$ cat src/rtl/wakeup_pkg.sv
package wakeup_pkg;
   // default geometry shared by the board, its checker and the bench
   localparam int unsigned DEF_PREGS = 16;
   localparam int unsigned DEF_TAG_W = 5;
   localparam int unsigned DEF_SLOTS = 4;
   localparam int unsigned DEF_SRCS  = 2;

   // route taken by a consumer once all of its operands are present
   typedef enum logic {
      ROUTE_EXEC = 1'b0,
      ROUTE_MEM  = 1'b1
   } route_t;
endpackage

$ cat src/rtl/wakeup_sb_bits.sv
module wakeup_sb_bits #(
   parameter int unsigned NUM_PREGS = wakeup_pkg::DEF_PREGS,
   parameter int unsigned TAG_W     = wakeup_pkg::DEF_TAG_W
) (
   input  logic                 clk,
   input  logic                 rst_n,
   input  logic                 alloc_vld,
   input  logic [TAG_W-1:0]     alloc_tag,
   input  logic                 cmp_vld,
   input  logic [TAG_W-1:0]     cmp_tag,
   output logic [NUM_PREGS-1:0] rdy_bits
);
   if (NUM_PREGS > (1 << TAG_W)) begin : g_bad_tag_w
      $error("wakeup_sb_bits: TAG_W too narrow for NUM_PREGS");
   end

   // tags at or above NUM_PREGS never match any bit position below
   for (genvar r = 0; r < NUM_PREGS; r++) begin : g_bit
      logic hit_alloc, hit_cmp;
      assign hit_alloc = alloc_vld && (alloc_tag == TAG_W'(r));
      assign hit_cmp   = cmp_vld   && (cmp_tag   == TAG_W'(r));

      always_ff @(posedge clk) begin
         if (!rst_n)         rdy_bits[r] <= 1'b0;
         else if (hit_alloc) rdy_bits[r] <= 1'b0;   // new producer wins
         else if (hit_cmp)   rdy_bits[r] <= 1'b1;
      end
   end
endmodule

$ cat src/rtl/wakeup_slot.sv
module wakeup_slot #(
   parameter int unsigned TAG_W    = wakeup_pkg::DEF_TAG_W,
   parameter int unsigned NUM_SRCS = wakeup_pkg::DEF_SRCS
) (
   input  logic                      clk,
   input  logic                      rst_n,
   input  logic                      load,
   input  logic                      load_mem,
   input  logic [NUM_SRCS*TAG_W-1:0] load_tags,
   input  logic [NUM_SRCS-1:0]       load_rdy,
   input  logic                      drop,
   input  logic                      wake_vld,
   input  logic [TAG_W-1:0]          wake_tag,
   input  logic [TAG_W-1:0]          probe_tag,
   output logic                      valid_o,
   output logic                      all_rdy_o,
   output logic                      is_mem_o,
   output logic                      probe_hit_o
);
   import wakeup_pkg::*;

   logic                      vld_q;
   route_t                    route_q;
   logic [NUM_SRCS*TAG_W-1:0] tags_q;
   logic [NUM_SRCS-1:0]       rdy_q;
   logic [NUM_SRCS-1:0]       wake_hit;
   logic [NUM_SRCS-1:0]       probe_src;

   for (genvar s = 0; s < NUM_SRCS; s++) begin : g_src
      logic [TAG_W-1:0] tag_s;
      assign tag_s        = tags_q[s*TAG_W +: TAG_W];
      assign wake_hit[s]  = wake_vld && vld_q && !rdy_q[s] && (tag_s == wake_tag);
      assign probe_src[s] = vld_q && !rdy_q[s] && (tag_s == probe_tag);
   end

   always_ff @(posedge clk) begin
      if (!rst_n) begin
         vld_q   <= 1'b0;
         route_q <= ROUTE_EXEC;
         tags_q  <= '0;
         rdy_q   <= '0;
      end else if (load) begin
         vld_q   <= 1'b1;
         route_q <= load_mem ? ROUTE_MEM : ROUTE_EXEC;
         tags_q  <= load_tags;
         rdy_q   <= load_rdy;
      end else begin
         if (drop) vld_q <= 1'b0;
         rdy_q <= rdy_q | wake_hit;
      end
   end

   assign valid_o     = vld_q;
   assign all_rdy_o   = &rdy_q;
   assign is_mem_o    = (route_q == ROUTE_MEM);
   assign probe_hit_o = |probe_src;
endmodule

$ cat src/rtl/wakeup_board.sv
module wakeup_board #(
   parameter int unsigned NUM_PREGS = wakeup_pkg::DEF_PREGS,
   parameter int unsigned TAG_W     = wakeup_pkg::DEF_TAG_W,
   parameter int unsigned NUM_SLOTS = wakeup_pkg::DEF_SLOTS,
   parameter int unsigned NUM_SRCS  = wakeup_pkg::DEF_SRCS,
   localparam int unsigned SLOT_W   = $clog2(NUM_SLOTS)
) (
   input  logic                      clk,
   input  logic                      rst_n,
   input  logic                      alloc_vld,
   input  logic [TAG_W-1:0]          alloc_tag,
   output logic                      alloc_conflict,
   input  logic                      ins_vld,
   input  logic [SLOT_W-1:0]         ins_slot,
   input  logic                      ins_mem,
   input  logic [NUM_SRCS*TAG_W-1:0] ins_tags,
   input  logic [NUM_SRCS-1:0]       ins_rdy,
   input  logic                      cmp_vld,
   input  logic [TAG_W-1:0]          cmp_tag,
   input  logic                      rel_vld,
   input  logic [SLOT_W-1:0]         rel_slot,
   output logic [NUM_PREGS-1:0]      preg_rdy,
   output logic [NUM_SLOTS-1:0]      issue_rdy,
   output logic [NUM_SLOTS-1:0]      mem_rdy
);
   localparam int unsigned IDX_W = (NUM_PREGS > 1) ? $clog2(NUM_PREGS) : 1;
   localparam logic [TAG_W:0] LIMIT = (TAG_W+1)'(NUM_PREGS);

   if (NUM_SLOTS < 2)                  begin : g_bad_slots $error("wakeup_board: NUM_SLOTS must be >= 2"); end
   if (NUM_SRCS < 1)                   begin : g_bad_srcs  $error("wakeup_board: NUM_SRCS must be >= 1");  end
   if (NUM_PREGS > (1 << TAG_W))       begin : g_bad_tags  $error("wakeup_board: TAG_W too narrow");       end
   if (IDX_W > TAG_W)                  begin : g_bad_idx   $error("wakeup_board: index wider than tag");   end

   // scoreboard
   wakeup_sb_bits #(.NUM_PREGS(NUM_PREGS), .TAG_W(TAG_W)) u_sb (
      .clk(clk), .rst_n(rst_n),
      .alloc_vld(alloc_vld), .alloc_tag(alloc_tag),
      .cmp_vld(cmp_vld), .cmp_tag(cmp_tag),
      .rdy_bits(preg_rdy)
   );

   // operand recheck at insert: rename flag, scoreboard, same-cycle broadcast
   logic [NUM_SRCS-1:0] res_rdy;
   for (genvar s = 0; s < NUM_SRCS; s++) begin : g_chk
      logic [TAG_W-1:0] tag_s;
      logic             tracked, sb_hit, bypass;
      assign tag_s   = ins_tags[s*TAG_W +: TAG_W];
      assign tracked = ({1'b0, tag_s} < LIMIT);
      assign sb_hit  = tracked && preg_rdy[tag_s[IDX_W-1:0]];
      assign bypass  = cmp_vld && (cmp_tag == tag_s);
      assign res_rdy[s] = ins_rdy[s] || !tracked || sb_hit || bypass;
   end

   // consumer entries
   logic [NUM_SLOTS-1:0] ent_vld, ent_all, ent_mem, ent_probe;
   for (genvar k = 0; k < NUM_SLOTS; k++) begin : g_ent
      logic ld, dr;
      assign ld = ins_vld && (ins_slot == SLOT_W'(k));
      assign dr = rel_vld && (rel_slot == SLOT_W'(k));

      wakeup_slot #(.TAG_W(TAG_W), .NUM_SRCS(NUM_SRCS)) u_slot (
         .clk(clk), .rst_n(rst_n),
         .load(ld), .load_mem(ins_mem), .load_tags(ins_tags), .load_rdy(res_rdy),
         .drop(dr),
         .wake_vld(cmp_vld), .wake_tag(cmp_tag),
         .probe_tag(alloc_tag),
         .valid_o(ent_vld[k]), .all_rdy_o(ent_all[k]),
         .is_mem_o(ent_mem[k]), .probe_hit_o(ent_probe[k])
      );

      assign issue_rdy[k] = ent_vld[k] && ent_all[k] && !ent_mem[k];
      assign mem_rdy[k]   = ent_vld[k] && ent_all[k] &&  ent_mem[k];
   end

   assign alloc_conflict = alloc_vld && (|ent_probe);
endmodule

$ cat config.mk
export PLATFORM = sky130hd
export DESIGN_NAME = wakeup_board
export DESIGN_NICKNAME = d
export VERILOG_FILES = /design/src/rtl/wakeup_pkg.sv /design/src/rtl/wakeup_sb_bits.sv /design/src/rtl/wakeup_slot.sv /design/src/rtl/wakeup_board.sv
export SDC_FILE = /design/constraint.sdc
export NUM_CORES = 1
export LEC_CHECK = 0
export ABC_CLOCK_PERIOD_IN_PS = 1750
export BUFFER_PORTS_ARGS = -buffer_cell sky130_fd_sc_hd__buf_2
export CAP_MARGIN = 20
export CORE_MARGIN = 2
export CORE_UTILIZATION = 40
export DETAILED_ROUTE_END_ITERATION = 16
export HOLD_SLACK_MARGIN = 0.02
export SYNTH_ARGS = -nofsm -noshare
export SYNTH_HDL_FRONTEND = slang
export SYNTH_HIERARCHICAL = 1
export SYNTH_SLANG_ARGS = --single-unit
$ cat constraint.sdc
create_clock -name clk -period 1.75 [get_ports clk]
set_input_delay 0.175 -clock clk [delete_from_list [all_inputs] [get_ports clk]]
set_output_delay 0.175 -clock clk [all_outputs]
set_load 0.1 [all_outputs]
==> summary.md, run 1 <==
| Metric | Value |
|---|---|
| Fmax | roughly 0.5 GHz |
| Total routing usage reported by global routing | around a quarter |
| Rel. slew slack | roughly 65% |
| Peak VDD IR | 270 µV |
| DR iter-0 viols | about 280 |
| Fin. Hold Viols | 0 |
| Synth warnings | 6 |
| Fin nets | around 600 |
| Critical path type | flip-flop to flip-flop |
| First-pass GRT wire length | 21.1 mm |
| Die height | 109 µm |
| Vias | 3777 |
| Syn_nets | 486 |
| Std-Cell Rows | 38 |
| CTS tree | built |
| Netlist cell types | 42 |
| Syn_area_per_cell | slightly below 10 µm² |
| Die ar. | around 0.012 mm² |
| CP endpoint kind | flip-flop |
| Worst Hold Class | input pin to flip-flop |
| Die width | 109 µm |
| Worst EP required | 2.00 ns |
| Post-Synthesis Cells | 453 |
| Final Skew | 0.0142 ns |
| CP Launch Type | flip-flop |
| Status | complete, but fails checks |
| H-tree levels | 3 |
| Arrival @ worst endpoint | 2.29 ns |
| CTS buffer count | 9 |
| Vias in the first global route | roughly 3800 |
| Hold depth | 3 |
| Lkg Pwr | between 1.5 and 2 nW |
| Max Cap Viol | 0 |
| Clk slew on worst S/H paths | approximately 0.08 ns |
| RePlAce Congestion | 0.851 |
| Num Clock Sinks | 72 |
| Overflow after GRT | 0 |
| PortBufs | 57 |
| Drt wl/cell | 19.8 µm |
| Tcrit/Tclk final | 117% |
| Hpwl dp | approximately 10 mm |
| Routed wire length | 13.9 mm |
| Crit Path Max Fanout | 4 |
| Share of post-route cells with drive strength above 1 | 33.5% |
| Failing checks | negative setup slack |
| Register bit total from synthesis | 72 |
| Latest clock arrival within the worst-skew pair | roughly 0.36 ns |
| Drc violations | 0 |
| 1st-pass router iterations | 5 |
| Initial Util | 40.7% |
| Area growth syn-to-layout | 24.4% |
| Core ar. | roughly 0.011 mm² |
| Setup violators final | 9 |
| Via density | around 5.4 |
| Synthesized area | 0.00440 mm² |
| R2R depth | 7 |
| Worst-Margin Slew | 0.527 ns |
| Hold WS | between 0.15 and 0.2 ns |
| # IOs | 58 |
| Initial antenna violation count | 2 |
| Root Buffer | clkbuf_8 |
| Pre-CTS setup slack | -0.483 ns |
| Pin count of the biggest net entering global routing | 67 |
| Longest Clk Path Bufs | 2 |
| Max-slew violation count | 0 |
| Seq/Total Area, Yosys | about a third |
| P per Cell Area | 664 mW/mm² |
| Post-DRT Antenna Nets | 0 |
| Period minus WS final | 2.04 ns |
| Final WS setup | -0.294 ns |
| RSZ-0062 raised after global routing | true |
[cells in the final DEF (no fill, tap or decap), types with 3 or more instances in the layout]
cell type  instances
dfxtp_1           36
buf_2             56
dfxtp_2           19
nor2b_1           52
nand4_1           24
o21ai_0           12
buf_4             49
and2_1             8
a31oi_1            4
o211ai_1           9
xor2_1             6
mux2i_1           50
o21ai_1           11
a21oi_1           12
mux4_2             7
nor2_2             4
o21a_1             4
xnor2_1           81
nand2_1            9
nand3b_1           8
and3_1             6
nor2_1            19
buf_6              4
dfxtp_4           17
o22ai_1            3
nand4bb_1          3
clkbuf_8          11
nand2b_1           4
nand2b_4           7
[area by class of cell]
cell class | instances | area, µm²
Tap cell | 140 | 175
Fill cell | 1026 | 5320
Multi-Input combinational cell | 365 | 2870
Clock buffer | 13 | 159
Timing Repair Buffer | 111 | 733
Antenna cell | 1 | 2.50
Sequential cell | 72 | 1530
Clock inverter | 1 | 5.00
[sequential cells by signal, indices dropped and copies added (netlist names)]
| signal | count |
|---|---|
| g_ent.u_slot/tags_q | 40 |
| g_ent.u_slot/rdy_q | 8 |
| g_ent.u_slot/is_mem_o | 4 |
| u_sb/rdy_bits | 16 |
| g_ent.u_slot/valid_o | 4 |
[power by group]
group | switching [W] | internal, W
Sequential | 0.0000552 | 0.00167
Clock | 0.000607 | 0.000576
Combinational | 0.000394 | 0.000326
Total | 0.00106 | 0.00257
[repair_timing]
action                                  4_1_cts  5_1_grt
gates resized for setup                      26       10
hold buffers                                  0        0
endpoints found under the setup margin        9        9
pin swaps                                     5        8
buffers inserted                              7        1
[path summary, 6_finish.rpt]
check / slack [ns] / endpoint / from
worst max-delay path: -0.29 / g_ent[3].u_slot/rdy_q[0]$_SDFF_PN0_ / u_sb/rdy_bits[8]$_SDFFE_PP0P_
worst min-delay path: 0.17 / g_ent[3].u_slot/is_mem_o$_SDFFE_PN0P_ / ins_mem
worst max register to register: -0.29 / g_ent[3].u_slot/rdy_q[0]$_SDFF_PN0_ / u_sb/rdy_bits[8]$_SDFFE_PP0P_
worst min register to register: 0.53 / g_ent[2].u_slot/rdy_q[1]$_SDFF_PN0_ / g_ent[2].u_slot/rdy_q[1]$_SDFF_PN0_
[worst max-delay path: stages, from the launching register on]
cell and delay (ns):
dfxtp_4 0.35, mux4_2 0.46, mux2i_1 0.16, mux2i_1 0.09, or4_4 0.53, nand2b_4 0.17, o211ai_1 0.09, o21ai_1 0.09
[synth_stat cells (all sizes together)]
cell type / n / area, µm²
o21a: 4 / 30.0
a21oi: 12 / 60.1
or2: 1 / 6.26
nand2: 9 / 33.8
buf: 13 / 156
nor3b: 2 / 15.0
and4bb: 2 / 25.0
nor3: 1 / 5.00
xor2: 6 / 52.6
o211ai: 9 / 67.6
or4b: 1 / 13.8
mux2i: 50 / 500
a311oi: 1 / 8.76
nor2b: 52 / 325
nor4: 1 / 6.26
or4: 1 / 7.51
a2bb2oi: 1 / 8.76
o22ai: 4 / 25.0
o31ai: 1 / 7.51
nand3b: 8 / 60.1
xnor2: 82 / 718
nand4b: 1 / 8.76
o21ai: 23 / 115
nand2b: 11 / 68.8
and2: 8 / 50.1
o41a: 1 / 11.3
mux4: 7 / 173
a31oi: 4 / 25.0
and3: 6 / 37.5
clkbuf: 3 / 11.3
nor2: 23 / 86.3
nand4bb: 3 / 33.8
and4b: 1 / 10.0
nor4b: 1 / 15.0
nand3: 2 / 10.0
nand4: 24 / 150
dfxtp: 72 / 1440
and3b: 2 / 17.5
[layer usage]
layer	global-route usage [%]	vias to the layer above	share of wire, %
met5	0	-	0.12
met4	10.7	2	2.4
met3	5.20	32	6.1
met2	40.1	129	47
met1	31.1	1797	45
li1	-	1817	-
[stage by stage]
stage	std cells	setup TNS, ns	util (%)	total power [W]	area, µm²
2_1_floorplan	453	-1.17	-	0.00217	4450
3_3_place_gp	680	-2.25	47.5	0.00244	5120
6_report	703	-1.81	50.7	0.00363	5470
5_1_grt	702	-2.36	50.7	0.00377	5470
4_1_cts	701	-1.76	50.3	0.00365	5430
3_5_place_dp	680	-2.48	47.5	0.00245	5120
[cells by family (layout without fill, tap and decap cells)]
kind of cell	count (synthesis)	after routing	synth area share, %
xor+xnor	88	88	17.5
buf+inv	16	125	3.81
mux	57	57	15.3
other cells	0	1	0
simple gates	160	160	22.4
compound gates	60	60	8.16
flops	72	72	32.8
Power figures use the tool's default switching activity.
==> run 2: changes to the inputs <==
- SKIP_CTS_REPAIR_TIMING: not set -> 1
==> run 2 against run 1 <==
Effect of this change: the run still ends with negative setup slack left; final area shrank 0.39%; critical path depth did not move; count of clock-buffer cells in the layout is the same; final cell count fell by 0.14%; wire length down 0.96%; setup slack improved by 0.0045 ns; first-iteration DRC count down 0.36%; fmax up 0.22%; global-route usage fell by 0.15 points; via count decreased by 0.50%.
==> summary.md, run 2 (synthesized netlist as in run 1, its figures left out) <==
| Metric | Value |
|---|---|
| Commonest cells after routing, fill and taps aside | xnor2_1 (82), buf_2 (56), nor2b_1 (52) (was xnor2_1 (81), buf_2 (56), nor2b_1 (52)) |
| Max Cap Viol | 0 (unchanged) |
| RSZ-0062 raised after global routing | true (unchanged) |
| CP endpoint kind | flip-flop (unchanged) |
| Die height | 109 µm (unchanged) |
| Share of post-route cells with drive strength above 1 | 32.6% (was 33.5%) |
| Most frequent CP cell | mux2i_1 (unchanged) |
| H-tree levels | 3 (unchanged) |
| First-pass GRT wire length | 21.0 mm (was 21.1 mm) |
| CP Launch Type | flip-flop (unchanged) |
| Final instance area | 0.00545 mm² (was 0.00547 mm²) |
| Register share of total power | 47.6% (about the same) |
| Worst-Margin Slew | 0.518 ns (was 0.527 ns) |
| Highest routed layer | met5 (unchanged) |
| Vias | 3758 (was 3777) |
| Area growth syn-to-layout | 23.9% (was 24.4%) |
| CTS buffer count | 9 (unchanged) |
| Drt wl/cell | 19.6 µm (was 19.8 µm) |
| Met1 Wirelength | 6.22 mm (was 6.21 mm) |
| CP cell instances | mux4_2, mux2i_1, mux2i_1, or4_4, nand2b_4, o211ai_1, o21ai_1 (unchanged) |
| Dpl cell area | 0.00512 mm² (unchanged) |
| Peak VDD IR | 269 µV (was 270 µV) |
| Most common cell after layout, fill and taps aside | xnor2_1 (unchanged) |
| Max reg flops | 40 (unchanged) |
| DR iter-0 viols | 274 (was 275) |
| Tcrit/Tclk final | 117% (about the same) |
| Hpwl dp | 10.1 mm (unchanged) |
| Met2 wire len | 6.29 mm (was 6.48 mm) |
| Period minus WS final | 2.04 ns (about the same) |
| Psw | 0.00106 W (about the same) |
| Via density | 5.35 (was 5.37) |
| Status | complete, but fails checks (unchanged) |
| # IOs | 58 (unchanged) |
| Fin nets | 591 (was 592) |
| Worst Hold Class | input pin to flip-flop (unchanged) |
| Total routing usage reported by global routing | 24.3% (was 24.5%) |
| Final WS setup | -0.290 ns (was -0.294 ns) |
| CP Buf/Inv Count | 0 (unchanged) |
| Top flop regs | g_ent.u_slot/tags_q: 40 flops, u_sb/rdy_bits: 16 flops, g_ent.u_slot/rdy_q: 8 flops (unchanged) |
| Latest clock arrival within the worst-skew pair | 0.36 ns (about the same) |
| Die ar. | 0.0118 mm² (unchanged) |
| Final Skew | 0.0133 ns (was 0.0142 ns) |
| Initial Util | 40.7% (unchanged) |
| CTS tree | built (unchanged) |
| Internal power | 0.00257 W (about the same) |
| Lkg Pwr | 1.98 nW (was 1.99 nW) |
| Slowest stage cell, crit path | or4_4 (unchanged) |
| Fmax | 0.490 GHz (was 0.489 GHz) |
| Longest Clk Path Bufs | 2 (unchanged) |
| Critical path type | flip-flop to flip-flop (unchanged) |
| Die width | 109 µm (unchanged) |
| Crit Path Max Fanout | 4 (unchanged) |
| Setup_tns | -1.83 ns (was -1.81 ns) |
| Fin. Hold Viols | 0 (unchanged) |
| Largest delay share family, worst path | multiplexers (unchanged) |
| Setup violators final | 9 (unchanged) |
| Slowest stage delay, CP | 0.53 ns (about the same) |
| Clk slew on worst S/H paths | 0.07 ns (was 0.08 ns) |
| PortBufs | 57 (unchanged) |
| Switching Share | 29.1% (about the same) |
| Routed length on met3 | 912 µm (was 850 µm) |
| 1st-pass router iterations | 5 (unchanged) |
| Pre-CTS setup slack | -0.483 ns (unchanged) |
| Largest Register | g_ent.u_slot/tags_q (unchanged) |
| Failing checks | negative setup slack (unchanged) |
| Std-Cell Rows | 38 (unchanged) |
| Drc violations | 0 (unchanged) |
| P per Cell Area | 666 mW/mm² (was 664 mW/mm²) |
| Arrival @ worst endpoint | 2.29 ns (about the same) |
| Worst EP required | 2.00 ns (about the same) |
| Overflow after GRT | 0 (unchanged) |
| Combinational share of power | 19.7% (was 19.8%) |
| Rel. slew slack | 65.4% (was 64.8%) |
| Vias in the first global route | 3798 (was 3815) |
| Core ar. | 0.0108 mm² (unchanged) |
| Root Buffer | clkbuf_8 (unchanged) |
| Pin count of the biggest net entering global routing | 67 (unchanged) |
| Routed wire length | 13.8 mm (was 13.9 mm) |
| Num Clock Sinks | 72 (unchanged) |
| Hold WS | 0.168 ns (was 0.172 ns) |
| Initial antenna violation count | 2 (unchanged) |
| Post-DRT Antenna Nets | 0 (unchanged) |
| Max-slew violation count | 0 (unchanged) |
| Clk pwr share | 32.7% (was 32.6%) |
| RePlAce Congestion | 0.851 (unchanged) |
[run 2: area by class of cell]
type                            instances  area, µm²
Fill cell                            1021       5340
Timing Repair Buffer                  110        726
Multi-Input combinational cell        365       2860
Sequential cell                        72       1520
Tap cell                              140        175
Antenna cell                            1       2.50
Clock inverter                          1       5.00
Clock buffer                           13        159
[run 2: path summary, 6_finish.rpt]
path                                                     startpoint                                    end  slack [ns]  cells past startpoint
worst min-delay path                                        ins_mem  g_ent[3].u_slot/is_mem_o$_SDFFE_PN0P_        0.17                      3
worst max register to register       u_sb/rdy_bits[13]$_SDFFE_PP0P_    g_ent[0].u_slot/rdy_q[0]$_SDFF_PN0_       -0.29                      7
worst min register to register  g_ent[2].u_slot/rdy_q[1]$_SDFF_PN0_    g_ent[2].u_slot/rdy_q[1]$_SDFF_PN0_        0.53                      2
worst max-delay path                 u_sb/rdy_bits[13]$_SDFFE_PP0P_    g_ent[0].u_slot/rdy_q[0]$_SDFF_PN0_       -0.29                      7
[run 2: through the flow]
step	power, W	cells	utilization, %
finish	0.00363	702	50.5
global route	0.00377	701	50.5
CTS	0.00363	694	49.0
detailed placement	0.00245	680	47.5
global placement	0.00244	680	47.5
floorplan	0.00217	453	-
[run 2: power groups by stage]
stage / clock network, W / registers, W / logic, W
2_1_floorplan: 0 / 0.00178 / 0.000385
3_3_place_gp: 0 / 0.00176 / 0.000679
3_5_place_dp: 0 / 0.00176 / 0.000688
4_1_cts: 0.00121 / 0.00173 / 0.000690
5_1_grt: 0.00127 / 0.00174 / 0.000764
6_report: 0.00119 / 0.00173 / 0.000714
[run 2: routing by layer]
metal / global-route usage (%) / up-vias
met1: 31.2 / 1783
met2: 39.5 / 135
li1: - / 1813
met5: 0 / -
met3: 5.14 / 25
met4: 10.7 / 2
[run 2: worst register-to-register path: cells and delay by family, from the launching register on]
family	cells	cell delay (ns)
DFF	1	0.34
AOI/OAI and AO/OA	2	0.17
and+or+nand+nor	2	0.70
muxes	3	0.72
